$ cat config.mk
export PLATFORM = sky130hd
export DESIGN_NAME = acl_cmd_decoder
export DESIGN_NICKNAME = d
export VERILOG_FILES = /design/src/rtl/acl_pkg.sv /design/src/rtl/acl_shift_in.sv /design/src/rtl/acl_frame_fsm.sv /design/src/rtl/acl_cmd_qual.sv /design/src/rtl/acl_cmd_decoder.sv
export SDC_FILE = /design/constraint.sdc
export NUM_CORES = 1
export LEC_CHECK = 0
export ABC_AREA = 1
export BUFFER_PORTS_ARGS = -buffer_cell sky130_fd_sc_hd__buf_2
export CAP_MARGIN = 15
export CORE_AREA = 2 2 81 83
export DETAILED_ROUTE_END_ITERATION = 8
export DIE_AREA = 0 0 83 85
export PLACE_DENSITY = 0.74
export SLEW_MARGIN = 20
export SYNTH_ARGS = -nofsm -noshare
export SYNTH_HDL_FRONTEND = slang
export SYNTH_HIERARCHICAL = 1
export SYNTH_SLANG_ARGS = --single-unit
$ cat constraint.sdc
create_clock -name bit_clk -period 2.4 [get_ports bit_clk]
set_input_delay 0.24 -clock bit_clk [delete_from_list [all_inputs] [get_ports bit_clk]]
set_output_delay 0.24 -clock bit_clk [all_outputs]
set_load 0.05 [all_outputs]
$ cat src/rtl/acl_pkg.sv
package acl_pkg;

    typedef enum logic [2:0] {
        ST_IDLE,
        ST_TAG,
        ST_ADDR,
        ST_DATA,
        ST_REST
    } acl_state_e;

endpackage

$ cat src/rtl/acl_shift_in.sv
// Free-running deserializer. Only the high window and the lowest bits are
// brought out; the middle bits exist just to carry data through.
module acl_shift_in #(
    parameter int W      = 19,
    parameter int LO_CUT = 3,
    parameter int LO_W   = 1
) (
    input  logic                clk,
    input  logic                rst_n,
    input  logic                d,
    output logic [W-1:LO_CUT]   q_hi,
    output logic [LO_W-1:0]     q_lo
);

    logic [W-1:0] sr;

    always_ff @(negedge clk or negedge rst_n) begin
        if (!rst_n) begin
            sr <= '0;
        end else begin
            sr <= {sr[W-2:0], d};
        end
    end

    assign q_hi = sr[W-1:LO_CUT];
    assign q_lo = sr[LO_W-1:0];

endmodule

$ cat src/rtl/acl_frame_fsm.sv
// Frame sequencer: tracks which slot the current sample belongs to.
module acl_frame_fsm
    import acl_pkg::*;
#(
    parameter int SLOT0_BITS = 16,
    parameter int SLOT_BITS  = 20,
    parameter int FRAME_BITS = 256
) (
    input  logic clk,
    input  logic rst_n,
    input  logic sync_rise,
    output logic slot0_done,
    output logic slot1_done,
    output logic slot2_done
);

    localparam int REST_BITS = FRAME_BITS - SLOT0_BITS - 2 * SLOT_BITS;
    localparam int CNT_W     = $clog2(FRAME_BITS);

    acl_state_e       state, state_nx;
    logic [CNT_W-1:0] cnt, cnt_nx;

    always_ff @(negedge clk or negedge rst_n) begin
        if (!rst_n) begin
            state <= ST_IDLE;
            cnt   <= '0;
        end else begin
            state <= state_nx;
            cnt   <= cnt_nx;
        end
    end

    always_comb begin
        state_nx   = state;
        cnt_nx     = cnt + 1'b1;
        slot0_done = 1'b0;
        slot1_done = 1'b0;
        slot2_done = 1'b0;
        if (sync_rise) begin
            // this sample is already header bit 15
            state_nx = ST_TAG;
            cnt_nx   = CNT_W'(1);
        end else begin
            unique case (state)
                ST_IDLE: begin
                    cnt_nx = '0;
                end
                ST_TAG: begin
                    if (cnt == CNT_W'(SLOT0_BITS - 1)) begin
                        slot0_done = 1'b1;
                        state_nx   = ST_ADDR;
                        cnt_nx     = '0;
                    end
                end
                ST_ADDR: begin
                    if (cnt == CNT_W'(SLOT_BITS - 1)) begin
                        slot1_done = 1'b1;
                        state_nx   = ST_DATA;
                        cnt_nx     = '0;
                    end
                end
                ST_DATA: begin
                    if (cnt == CNT_W'(SLOT_BITS - 1)) begin
                        slot2_done = 1'b1;
                        state_nx   = ST_REST;
                        cnt_nx     = '0;
                    end
                end
                ST_REST: begin
                    if (cnt == CNT_W'(REST_BITS - 1)) begin
                        state_nx = ST_IDLE;
                        cnt_nx   = '0;
                    end
                end
                default: begin
                    state_nx = ST_IDLE;
                    cnt_nx   = '0;
                end
            endcase
        end
    end

endmodule

$ cat src/rtl/acl_cmd_qual.sv
// Decides whether the frame's command is for this codec.
module acl_cmd_qual #(
    parameter int ID_W = 2
) (
    input  logic [ID_W-1:0] ident,
    input  logic            tag_addr,
    input  logic            tag_data,
    input  logic [ID_W-1:0] frame_id,
    input  logic            rd,
    output logic            accept
);

    always_comb begin
        if (ident == '0) begin
            accept = tag_addr && (rd || tag_data);
        end else begin
            accept = (frame_id == ident);
        end
    end

endmodule

$ cat src/rtl/acl_cmd_decoder.sv
module acl_cmd_decoder
    import acl_pkg::*;
#(
    parameter int SLOT0_BITS = 16,
    parameter int SLOT_BITS  = 20,
    parameter int FRAME_BITS = 256,
    parameter int ID_W       = 2,
    parameter int IDX_W      = 7,
    parameter int DATA_W     = 16,
    parameter int TAG_A_BIT  = 14,
    parameter int TAG_D_BIT  = 13
) (
    input  logic              bit_clk,
    input  logic              rst_n,
    input  logic              sync,
    input  logic              sdo,
    input  logic [ID_W-1:0]   id_strap_n,
    output logic              cmd_stb,
    output logic              cmd_rd,
    output logic [IDX_W-1:0]  cmd_idx,
    output logic [DATA_W-1:0] cmd_wdata
);

    // After N-1 bits of an N-bit slot, slot bit b (b >= 1) sits at shift[b-1].
    localparam int SHIFT_W = SLOT_BITS - 1;
    localparam int LO_CUT  = SLOT_BITS - DATA_W - 1;
    localparam int LO_W    = ID_W - 1;
    localparam int RW_POS  = SLOT_BITS - 2;
    localparam int IDX_TOP = SLOT_BITS - 3;
    localparam int DAT_TOP = SLOT_BITS - 2;

    logic                  sync_q;
    logic                  sync_rise;
    logic [ID_W-1:0]       ident;
    logic [SHIFT_W-1:LO_CUT] sh_hi;
    logic [LO_W-1:0]       sh_lo;
    logic                  slot0_done, slot1_done, slot2_done;
    logic                  tag_a_q, tag_d_q;
    logic [ID_W-1:0]       fid_q;
    logic                  rd_q;
    logic [IDX_W-1:0]      idx_q;
    logic                  accept;

    assign ident     = ~id_strap_n;
    assign sync_rise = sync && !sync_q;

    acl_shift_in #(
        .W      (SHIFT_W),
        .LO_CUT (LO_CUT),
        .LO_W   (LO_W)
    ) u_shift (
        .clk   (bit_clk),
        .rst_n (rst_n),
        .d     (sdo),
        .q_hi  (sh_hi),
        .q_lo  (sh_lo)
    );

    acl_frame_fsm #(
        .SLOT0_BITS (SLOT0_BITS),
        .SLOT_BITS  (SLOT_BITS),
        .FRAME_BITS (FRAME_BITS)
    ) u_fsm (
        .clk        (bit_clk),
        .rst_n      (rst_n),
        .sync_rise  (sync_rise),
        .slot0_done (slot0_done),
        .slot1_done (slot1_done),
        .slot2_done (slot2_done)
    );

    acl_cmd_qual #(
        .ID_W (ID_W)
    ) u_qual (
        .ident    (ident),
        .tag_addr (tag_a_q),
        .tag_data (tag_d_q),
        .frame_id (fid_q),
        .rd       (rd_q),
        .accept   (accept)
    );

    // header and address field capture
    always_ff @(negedge bit_clk or negedge rst_n) begin
        if (!rst_n) begin
            sync_q  <= 1'b0;
            tag_a_q <= 1'b0;
            tag_d_q <= 1'b0;
            fid_q   <= '0;
            rd_q    <= 1'b0;
            idx_q   <= '0;
        end else begin
            sync_q <= sync;
            if (slot0_done) begin
                tag_a_q <= sh_hi[TAG_A_BIT-1];
                tag_d_q <= sh_hi[TAG_D_BIT-1];
                fid_q   <= {sh_lo, sdo};
            end
            if (slot1_done) begin
                rd_q  <= sh_hi[RW_POS];
                idx_q <= sh_hi[IDX_TOP -: IDX_W];
            end
        end
    end

    // command outputs
    always_ff @(negedge bit_clk or negedge rst_n) begin
        if (!rst_n) begin
            cmd_stb   <= 1'b0;
            cmd_rd    <= 1'b0;
            cmd_idx   <= '0;
            cmd_wdata <= '0;
        end else begin
            cmd_stb <= slot2_done && accept;
            if (slot2_done && accept) begin
                cmd_rd  <= rd_q;
                cmd_idx <= idx_q;
                if (!rd_q) begin
                    cmd_wdata <= sh_hi[DAT_TOP -: DATA_W];
                end
            end
        end
    end

endmodule

# Yosys cells after proc, flatten, opt, wreduce, memory -nomap -nowiden
# Cells that the tools add are included.
# word_totals
word_cells,59
register_bits,68
out_inout_bits,25
in_bits,6
# op_classes
n_mux,20
n_bitwise,2
n_reduce_logical,10
n_eq_ne,13
add_sub_neg,1
# ops
operator,count
two-way mux 8 bit,4
case mux 8 bit (3 select lines),1
two-way mux 3 bit,5
case mux 3 bit (5 select lines),1
"!= test 3 x 2 -> 1 bit, second input constant",4
two-way mux 1 bit,9
"adder 8 x 1 -> 8 bit, second input constant",1
"equality test 8 x 4 -> 1 bit, second input constant",1
"equality test 8 x 5 -> 1 bit, second input constant",1
"equality test 8 bit, second input constant",1
"equality test 3 x 2 -> 1 bit, second input constant",2
AND reduction 5 bit,1
"equality test 3 x 1 -> 1 bit, second input constant",1
"equality test 3 bit, second input constant",1
logical AND 1 bit,3
logical NOT 3 bit,1
equality test 2 bit,1
logical NOT 2 bit,1
"!= test 2 bit, second input constant",1
inverter 2 bit,1
AND reduction 2 bit,1
OR reduction 2 bit,1
logical NOT 1 bit,1
logical OR 1 bit,1
inverter 1 bit,1

# Depth between registers and ports, before layout
# Gate-level depths: netlist (run 1).
# logic_depth
depth_word,6
mapped_depth,11
mapped_depth_nobuf,9

# Hierarchy
# Netlist (run 1), hierarchy kept.
# modules_own_cells
mod,n_inst,seq_area_each_um2,cells_each,area_per_inst_um2
acl_cmd_decoder,1,950.9,153,1531.5
acl_frame_fsm,1,275.3,102,732.0
acl_shift_in,1,475.5,35,595.6
acl_cmd_qual,1,0.0,9,42.5

==> impl_summary.txt, run 1 <==
----------------------------------------------------
[Synth]
  Gate Count Post-Synth ... 299
  Main flop type after synthesis ... dfrtn_1
  Library cell with the largest summed area after synthesis ... dfrtn_1
  Top cells by area in the synthesized netlist ... dfrtn_1 59%, nand2_1 11%, buf_4 5.2%
  Number of warnings printed during yosys synthesis ... 6
  Sequential element share of the synthesized area ... 0.586
  Fraction of post-synthesis cell area in the top cell type by area ... 0.586
  Number of synthesized register bits ... ~70
  Synth unique cells ... 26
  Fraction of registers with async set or reset after synthesis ... 1.00
  Most used standard cell by instance count after synthesis ... nand2_1
  Leading post-synthesis cells by instance count ... 82 x nand2_1, 68 x dfrtn_1, 30 x inv_1
  Synth Area per Inst ... 9.70 um2
  Cell area after technology mapping ... about 2900 um2
  Number of enable flip-flop cells after synthesis ... 0
  Net Count, Synth ... 307

[Pwr]
  Reg power frac ... 0.463
  Proportion of total power due to net switching ... 0.287
  Gate power share ... 0.162
  Clock power frac ... 0.375
  Peak VDD IR ... approximately 0.44 mV
  Power, Total ... between 2 and 3 mW
  Power density cells ... ~790 nW/um2
  Switching power ... ~0.80 mW
  Internal power contribution ... 2.00 mW
  Leak Pwr ... roughly 1.8 nW

[Clocking]
  Hold-fix buffer count after cts ... 0
  Number of buffers created by CTS ... 9
  Root Buffer ... clkbuf_8
  TritonCTS clock tree ... built
  Insertion delay to the later sink of the worst-skew pair ... approximately 0.33 ns
  H-tree levels ... 3
  Clock sink count ... 68
  Clock Path Buffers ... 2
  Clock slew seen by the registers of the worst setup and hold paths ... about 0.050 ns

[Finish]
  Proportion of layout cells with a drive suffix above 1 ... 0.275
  Post-route insts no fill ... around 420
  Number of nets in the finished design ... ~350
  Synth-to-layout area growth ... 23.0%
  Number of filler cells placed in the layout ... about 530
  Design Area, Final ... around 3600 um2
  Storage cell area ... 1700 um2
  Total inserted antenna cells ... 0
  Combined area of the multi-input logic cells ... 923 um2

[Timing]
  Final Hold Violating Endpoints ... 0
  Setup repair after global routing missed its margin ... yes
  Worst-case clock skew ... slightly below 0.008 ns
  Final TNS setup ... -0.0125 ns
  Total setup violations reported at the end of the flow ... 1
  Worst slew margin relative to its limit ... 0.747
  Number of slew-limit violations in the final report ... 0
  Slew at the pin closest to its max-slew limit ... between 0.3 and 0.4 ns
  Setup slack of the critical path after layout ... -0.0125 ns

[Routing]
  Detail-routed net length per standard cell ... about 13 um
  Violation count after the first detailed-route iteration ... about 150
  Count of vias placed by the detailed router ... between 2,000 and 2,500
  Remaining DRCs ... 0
  Drt total wl ... about 5300 um
  Via density per instance ... slightly below 5
  First-pass iteration count of the detailed router ... 4
  Post-route antenna net violation count ... 0

[Worst setup path]
  Reg2Reg Setup Slack ... between 0.6 and 0.7 ns
  Critical Path Slowest Stage Cell ... dfrtn_1
  Critical Setup Path Class ... reg2out
  Crit Reg-Reg Endpoint ... cmd_idx[0]
  Crit path buf inv count ... 1
  Worst setup path endpoint ... cmd_wdata[10]
  Critical Path, Cell by Cell ... buf_6
  Critical path's top delay family ... flip-flops
  Crit path largest cell delay ... 0.46 ns
  Crit path capture type ... output port
  Worst setup path startpoint ... cmd_wdata[10]
  Largest fanout on the critical path ... 2
  Arrival @ worst endpoint ... 2.17 ns
  Count of cells along the worst register-to-register path ... 7
  Critical Path Stages ... 1
  Worst endpoint required time ... between 2 and 2.5 ns
  Critical register-to-register path startpoint ... u_fsm/cnt[0]
  CP Launch Type ... flip-flop

[Global route]
  Number of antenna violations at the first check in global routing ... 0
  Via count of the first global-routing pass ... about 1,900
  Aggregate global routing overflow ... 0
  Largest net degree at the start of global routing ... 69
  Wire length of the first global-routing pass ... 8710 um
  Global-route total usage across every layer ... 0.156

[Placed design]
  Post-DP HPWL ... about 3300 um
  Final RePlAce weighted congestion ... between 0.8 and 0.9
  Cell total after placement ... slightly below 400
  Number of buffer cells added on primary ports ... 30
  Pre-CTS setup slack ... -0.256 ns
  Area post-placement ... roughly 3100 um2

[Die]
  Horizontal die dimension ... 83 um
  Height of the die ... around 85 um
  Starting density of the core ... 0.468
  Core region area ... 6200 um2
  Io pins ... 31
  Die outline area ... 7060 um2
  Num rows ... 29

[Worst hold path]
  Path type of the worst min-delay path ... reg2reg

[Run status]
  Violated checks ... setup timing
  Outcome ... complete, but fails checks

[Job]
  MaxCap Viol Count ... 0

----------------------------------------------------
worst min path at each step:
stage / endpoint / slack, ns / start / cells after the start
final: u_shift/sr[3] / 0.30 / u_shift/sr[2] / 0
after global routing: u_shift/sr[3] / 0.30 / u_shift/sr[2] / 0
after global placement: u_shift/sr[3] / 0.29 / u_shift/sr[2] / 0
after floorplan: u_shift/sr[2] / 0.29 / u_shift/sr[1] / 0
after CTS: u_shift/sr[3] / 0.30 / u_shift/sr[2] / 0
after detailed placement: u_shift/sr[3] / 0.30 / u_shift/sr[2] / 0
flip-flops by register name (all words and copies together) (netlist names):
| register | flops |
|---|---|
| u_fsm/cnt | 8 |
| u_shift/sr | 19 |
| tag_d_q | 1 |
| cmd_rd | 1 |
| u_fsm/state | 3 |
| idx_q | 7 |
| cmd_wdata | 16 |
| cmd_idx | 7 |
| sync_q | 1 |
| tag_a_q | 1 |
| rd_q | 1 |
| cmd_stb | 1 |
| fid_q | 2 |
cells in the final DEF, fill, tap and decap left out, drive strengths merged, types with 2 or more instances in the layout:
cell type,count
dfrtn,68
clkbuf,10
bufinv,2
inv,33
nand3,12
clkinv,4
nand2,86
a31oi,2
nor3,3
buf,50
xor2,6
nor2,20
nand4,20
o21ai,21
ha,2
power by group through the flow:
stage | registers [mW] | clock network [mW] | logic [mW]
after floorplan | 1.30 | 0 | 0.369
after global placement | 1.31 | 0 | 0.442
after detailed placement | 1.31 | 0 | 0.453
after CTS | 1.29 | 1.08 | 0.454
after global routing | 1.31 | 1.13 | 0.523
final | 1.30 | 1.05 | 0.454
timing repair:
item | 4_1_cts | 5_1_grt
buffers inserted | 0 | 9
gates cloned | 0 | 1
resized for setup | 37 | 13
setup endpoints to repair | 25 | 25
routing by layer:
layer | GRT usage | wire length, um | vias to the layer above
met3 | 0.0370 | 186 | 11
met2 | 0.249 | 2490 | 51
met5 | 0 | 0 | -
li1 | - | - | 1018
met4 | 0.0894 | 116 | 0
met1 | 0.197 | 2530 | 948
kinds of logic (layout without fill, tap and decap cells):
group | after synthesis | after routing | share of synthesized area
compound gates | 25 | 25 | 0.0574
simple gates | 140 | 141 | 0.221
fa+ha+maj | 2 | 2 | 0.00862
buf+inv | 57 | 99 | 0.106
xor+xnor | 7 | 7 | 0.0211
flops | 68 | 68 | 0.586
through the flow:
step	utilization	hold slack [ns]
finish	0.575	0.296
global route	0.575	0.298
detailed placement	0.501	0.298
floorplan	-	0.292
CTS	0.555	0.298
global placement	0.501	0.293
layout make-up:
class | instances | area share
Sequential cell | 68 | 0.477
Inverter | 33 | 0.0382
Timing Repair Buffer | 50 | 0.136
Clock inverter | 6 | 0.0245
Multi-Input combinational cell | 175 | 0.259
Clock buffer | 10 | 0.0386
Tap cell | 77 | 0.0270
Power figures use the tool's default switching activity.
==> run 2, diff against run 1 <==
- ABC_AREA: 1 -> 0
- CORE_AREA: 2 2 81 83 -> 2 2 79 81
- DIE_AREA: 0 0 83 85 -> 0 0 81 83
- SKIP_LAST_GASP: unset -> 1
==> run 2 against run 1 <==
The flow still finishes with violations (setup timing). Non-clock buffer count fell by 4. Synthesized area fell by 5.0%. Count of clock-buffer cells in the layout did not move. Design area fell by 3.5%. Sequential power fell by 3%.
==> impl_summary.txt, run 2 <==
----------------------------------------------------
[Finish]
  Number of nets in the finished design ... 238
  Registers with the most flip-flops ... u_shift/sr: 19 flops, cmd_wdata: 16 flops, u_fsm/cnt: 8 flops
  Storage cell area ... 1700 um2
  Register with the most flip-flops ... u_shift/sr
  Total inserted antenna cells ... 0
  Proportion of layout cells with a drive suffix above 1 ... 0.479
  Design Area, Final ... around 3400 um2
  Number of filler cells placed in the layout ... 460
  Commonest cells after routing, fill and taps aside ... 68 x dfrtn_1, 18 x mux2_4, 18 x mux2_2, 18 x buf_6, 18 x buf_4
  Combined area of the multi-input logic cells ... between 900 and 1000 um2
  Flip-flop count of the largest register, all copies and words added ... 19
  Most common cell after layout, fill and taps aside ... dfrtn_1
  Synth-to-layout area growth ... 24.9%

[Die]
  Starting density of the core ... 0.474
  Io pins ... 31
  Die outline area ... slightly below 7000 um2
  Horizontal die dimension ... slightly above 80 um
  Core region area ... 5820 um2
  Num rows ... 28
  Height of the die ... a little over 80 um

[Clocking]
  TritonCTS clock tree ... built
  Clock slew seen by the registers of the worst setup and hold paths ... around 0.050 ns
  Root Buffer ... clkbuf_8
  Clock sink count ... 68
  Clock Path Buffers ... 2
  Hold-fix buffer count after cts ... 0
  H-tree levels ... 3
  Insertion delay to the later sink of the worst-skew pair ... around 0.32 ns
  Number of buffers created by CTS ... 9

[Pwr]
  Power density cells ... a little over 700 nW/um2
  Internal power contribution ... roughly 1.8 mW
  Peak VDD IR ... roughly 0.37 mV
  Clock power frac ... 0.364
  Gate power share ... 0.130
  Switching power ... roughly 0.66 mW
  Proportion of total power due to net switching ... 0.263
  Leak Pwr ... 1.74 nW
  Reg power frac ... 0.506

[Routing]
  Detail-routed net length per standard cell ... 14.4 um
  Via density per instance ... ~4.9
  Violation count after the first detailed-route iteration ... 60
  Count of vias placed by the detailed router ... 1,509
  First-pass iteration count of the detailed router ... 2
  Post-route antenna net violation count ... 0
  Drt total wl ... around 4400 um
  Remaining DRCs ... 0

[Synth]
  Number of enable flip-flop cells after synthesis ... 0
  Synth Area per Inst ... between 10 and 15 um2
  Main flop type after synthesis ... dfrtn_1
  Net Count, Synth ... approximately 200
  Synth unique cells ... 33
  Leading post-synthesis cells by instance count ... 68 x dfrtn_1, 26 x mux2_2, 16 x buf_4
  Fraction of post-synthesis cell area in the top cell type by area ... 0.617
  Library cell with the largest summed area after synthesis ... dfrtn_1
  Sequential element share of the synthesized area ... 0.617
  Number of synthesized register bits ... between 60 and 70
  Fraction of registers with async set or reset after synthesis ... 1.00
  Cell area after technology mapping ... between 2000 and 3000 um2
  Gate Count Post-Synth ... 193
  Most used standard cell by instance count after synthesis ... dfrtn_1
  Top cells by area in the synthesized netlist ... dfrtn_1 62%, mux2_2 11%, mux2_4 5.4%
  Number of warnings printed during yosys synthesis ... 6

[Worst setup path]
  Arrival @ worst endpoint ... ~1.4 ns
  Largest fanout on the critical path ... 9
  CP Launch Type ... input pin
  Worst endpoint required time ... 1.36 ns
  Crit path capture type ... flip-flop
  Critical Setup Path Class ... in2reg

[Run status]
  Violated checks ... setup timing
  Outcome ... complete, but fails checks

[Global route]
  Aggregate global routing overflow ... 0
  Largest net degree at the start of global routing ... 69
  Wire length of the first global-routing pass ... ~7200 um
  Global-route total usage across every layer ... 0.143
  Via count of the first global-routing pass ... around 1,500
  Number of antenna violations at the first check in global routing ... 0

[Placed design]
  Post-DP HPWL ... around 3000 um
  Area post-placement ... ~3000 um2
  Number of buffer cells added on primary ports ... 30
  Final RePlAce weighted congestion ... ~0.8
  Pre-CTS setup slack ... -0.406 ns

[Timing]
  Final Hold Violating Endpoints ... 0
  Worst-case clock skew ... between 0.005 and 0.006 ns
  Setup repair after global routing missed its margin ... yes
  Slew at the pin closest to its max-slew limit ... around 0.44 ns
  Setup slack of the critical path after layout ... -0.0308 ns
  Worst slew margin relative to its limit ... 0.704
  Total setup violations reported at the end of the flow ... 18
  Number of slew-limit violations in the final report ... 0

[Worst hold path]
  Path type of the worst min-delay path ... reg2reg

[Job]
  MaxCap Viol Count ... 0

----------------------------------------------------
[run 2: cell types whose count changed after synthesis, moves of 10 or more]
cell,previous run,this run
mux2_2,0,26
mux2_4,0,10
inv_1,30,7
nand4_1,20,2
nand2_1,82,5
[run 2: layer usage]
layer,part of all wire,vias up,GRT usage,routed length [um]
met5,0,-,0,0
met4,0.015,0,0.0493,65
met3,0.037,8,0.0554,166
met2,0.45,27,0.195,2000
met1,0.50,749,0.207,2210
li1,-,725,-,-
[run 2: worst paths after layout]
path | start | slack [ns] | cells after the start | end
min reg2reg | u_shift/sr[1] | 0.29 | 0 | u_shift/sr[2]
min | u_shift/sr[1] | 0.29 | 0 | u_shift/sr[2]
min in group asynchronous | rst_n | 1.02 | 2 | cmd_wdata[4]
max in group asynchronous | rst_n | 1.08 | 2 | cmd_wdata[12]
max | id_strap_n[0] | -0.03 | 9 | cmd_idx[1]
max reg2reg | u_fsm/cnt[1] | 0.09 | 7 | cmd_wdata[11]
[run 2: cell type report]
class	count	area share
inverter	7	0.0113
tap	75	0.0272
clock inverter	5	0.0153
clock buffer	10	0.0400
sequential	68	0.494
timing repair buffer	46	0.136
multi-input combinational	98	0.276
[run 2: cell families (layout without fill, tap and decap cells)]
kind of cell,after synthesis,count (layout),share of synthesized area
AO/OA/AOI/OAI,13,13,0.0413
XOR/XNOR,9,9,0.0286
adder cells (fa/ha/maj),2,2,0.00907
buffers and inverters,27,68,0.0626
flip-flops,68,68,0.617
multiplexers,36,36,0.161
AND/OR/NAND/NOR,38,38,0.0808
[run 2: worst max-delay path, stage by stage]
cell,delay [ns]
buf_8,0.11
inv_12,0.04
nand2_2,0.03
o22a_1,0.16
o21ai_2,0.19
buf_4,0.14
nand2_2,0.05
buf_12,0.15
mux2_2,0.27
[run 2: stage by stage]
step	cells	hold WS, ns	TNS, ns	utilization	power [mW]
after detailed placement	287	0.298	-11.97	0.523	1.61
after CTS	304	0.297	-0.662	0.574	2.52
after floorplan	193	0.292	-4.24	-	1.52
after global placement	287	0.294	-10.91	0.523	1.60
after global routing	309	0.314	-1.18	0.592	2.64
final	309	0.294	-0.400	0.592	2.50
[run 2: timing repair]
item	4_1_cts	5_1_grt
endpoints found under the setup margin	49	43
pin swaps	1	0
buffers inserted	1	5
gates cloned	1	0
resized for setup	29	19
[run 2: power groups by stage]
stage,Sequential [mW],Combinational (mW),Clock (mW)
2_1_floorplan,1.26,0.257,0
3_3_place_gp,1.28,0.316,0
3_5_place_dp,1.28,0.325,0
4_1_cts,1.26,0.328,0.927
5_1_grt,1.27,0.371,1.00
6_report,1.26,0.325,0.910
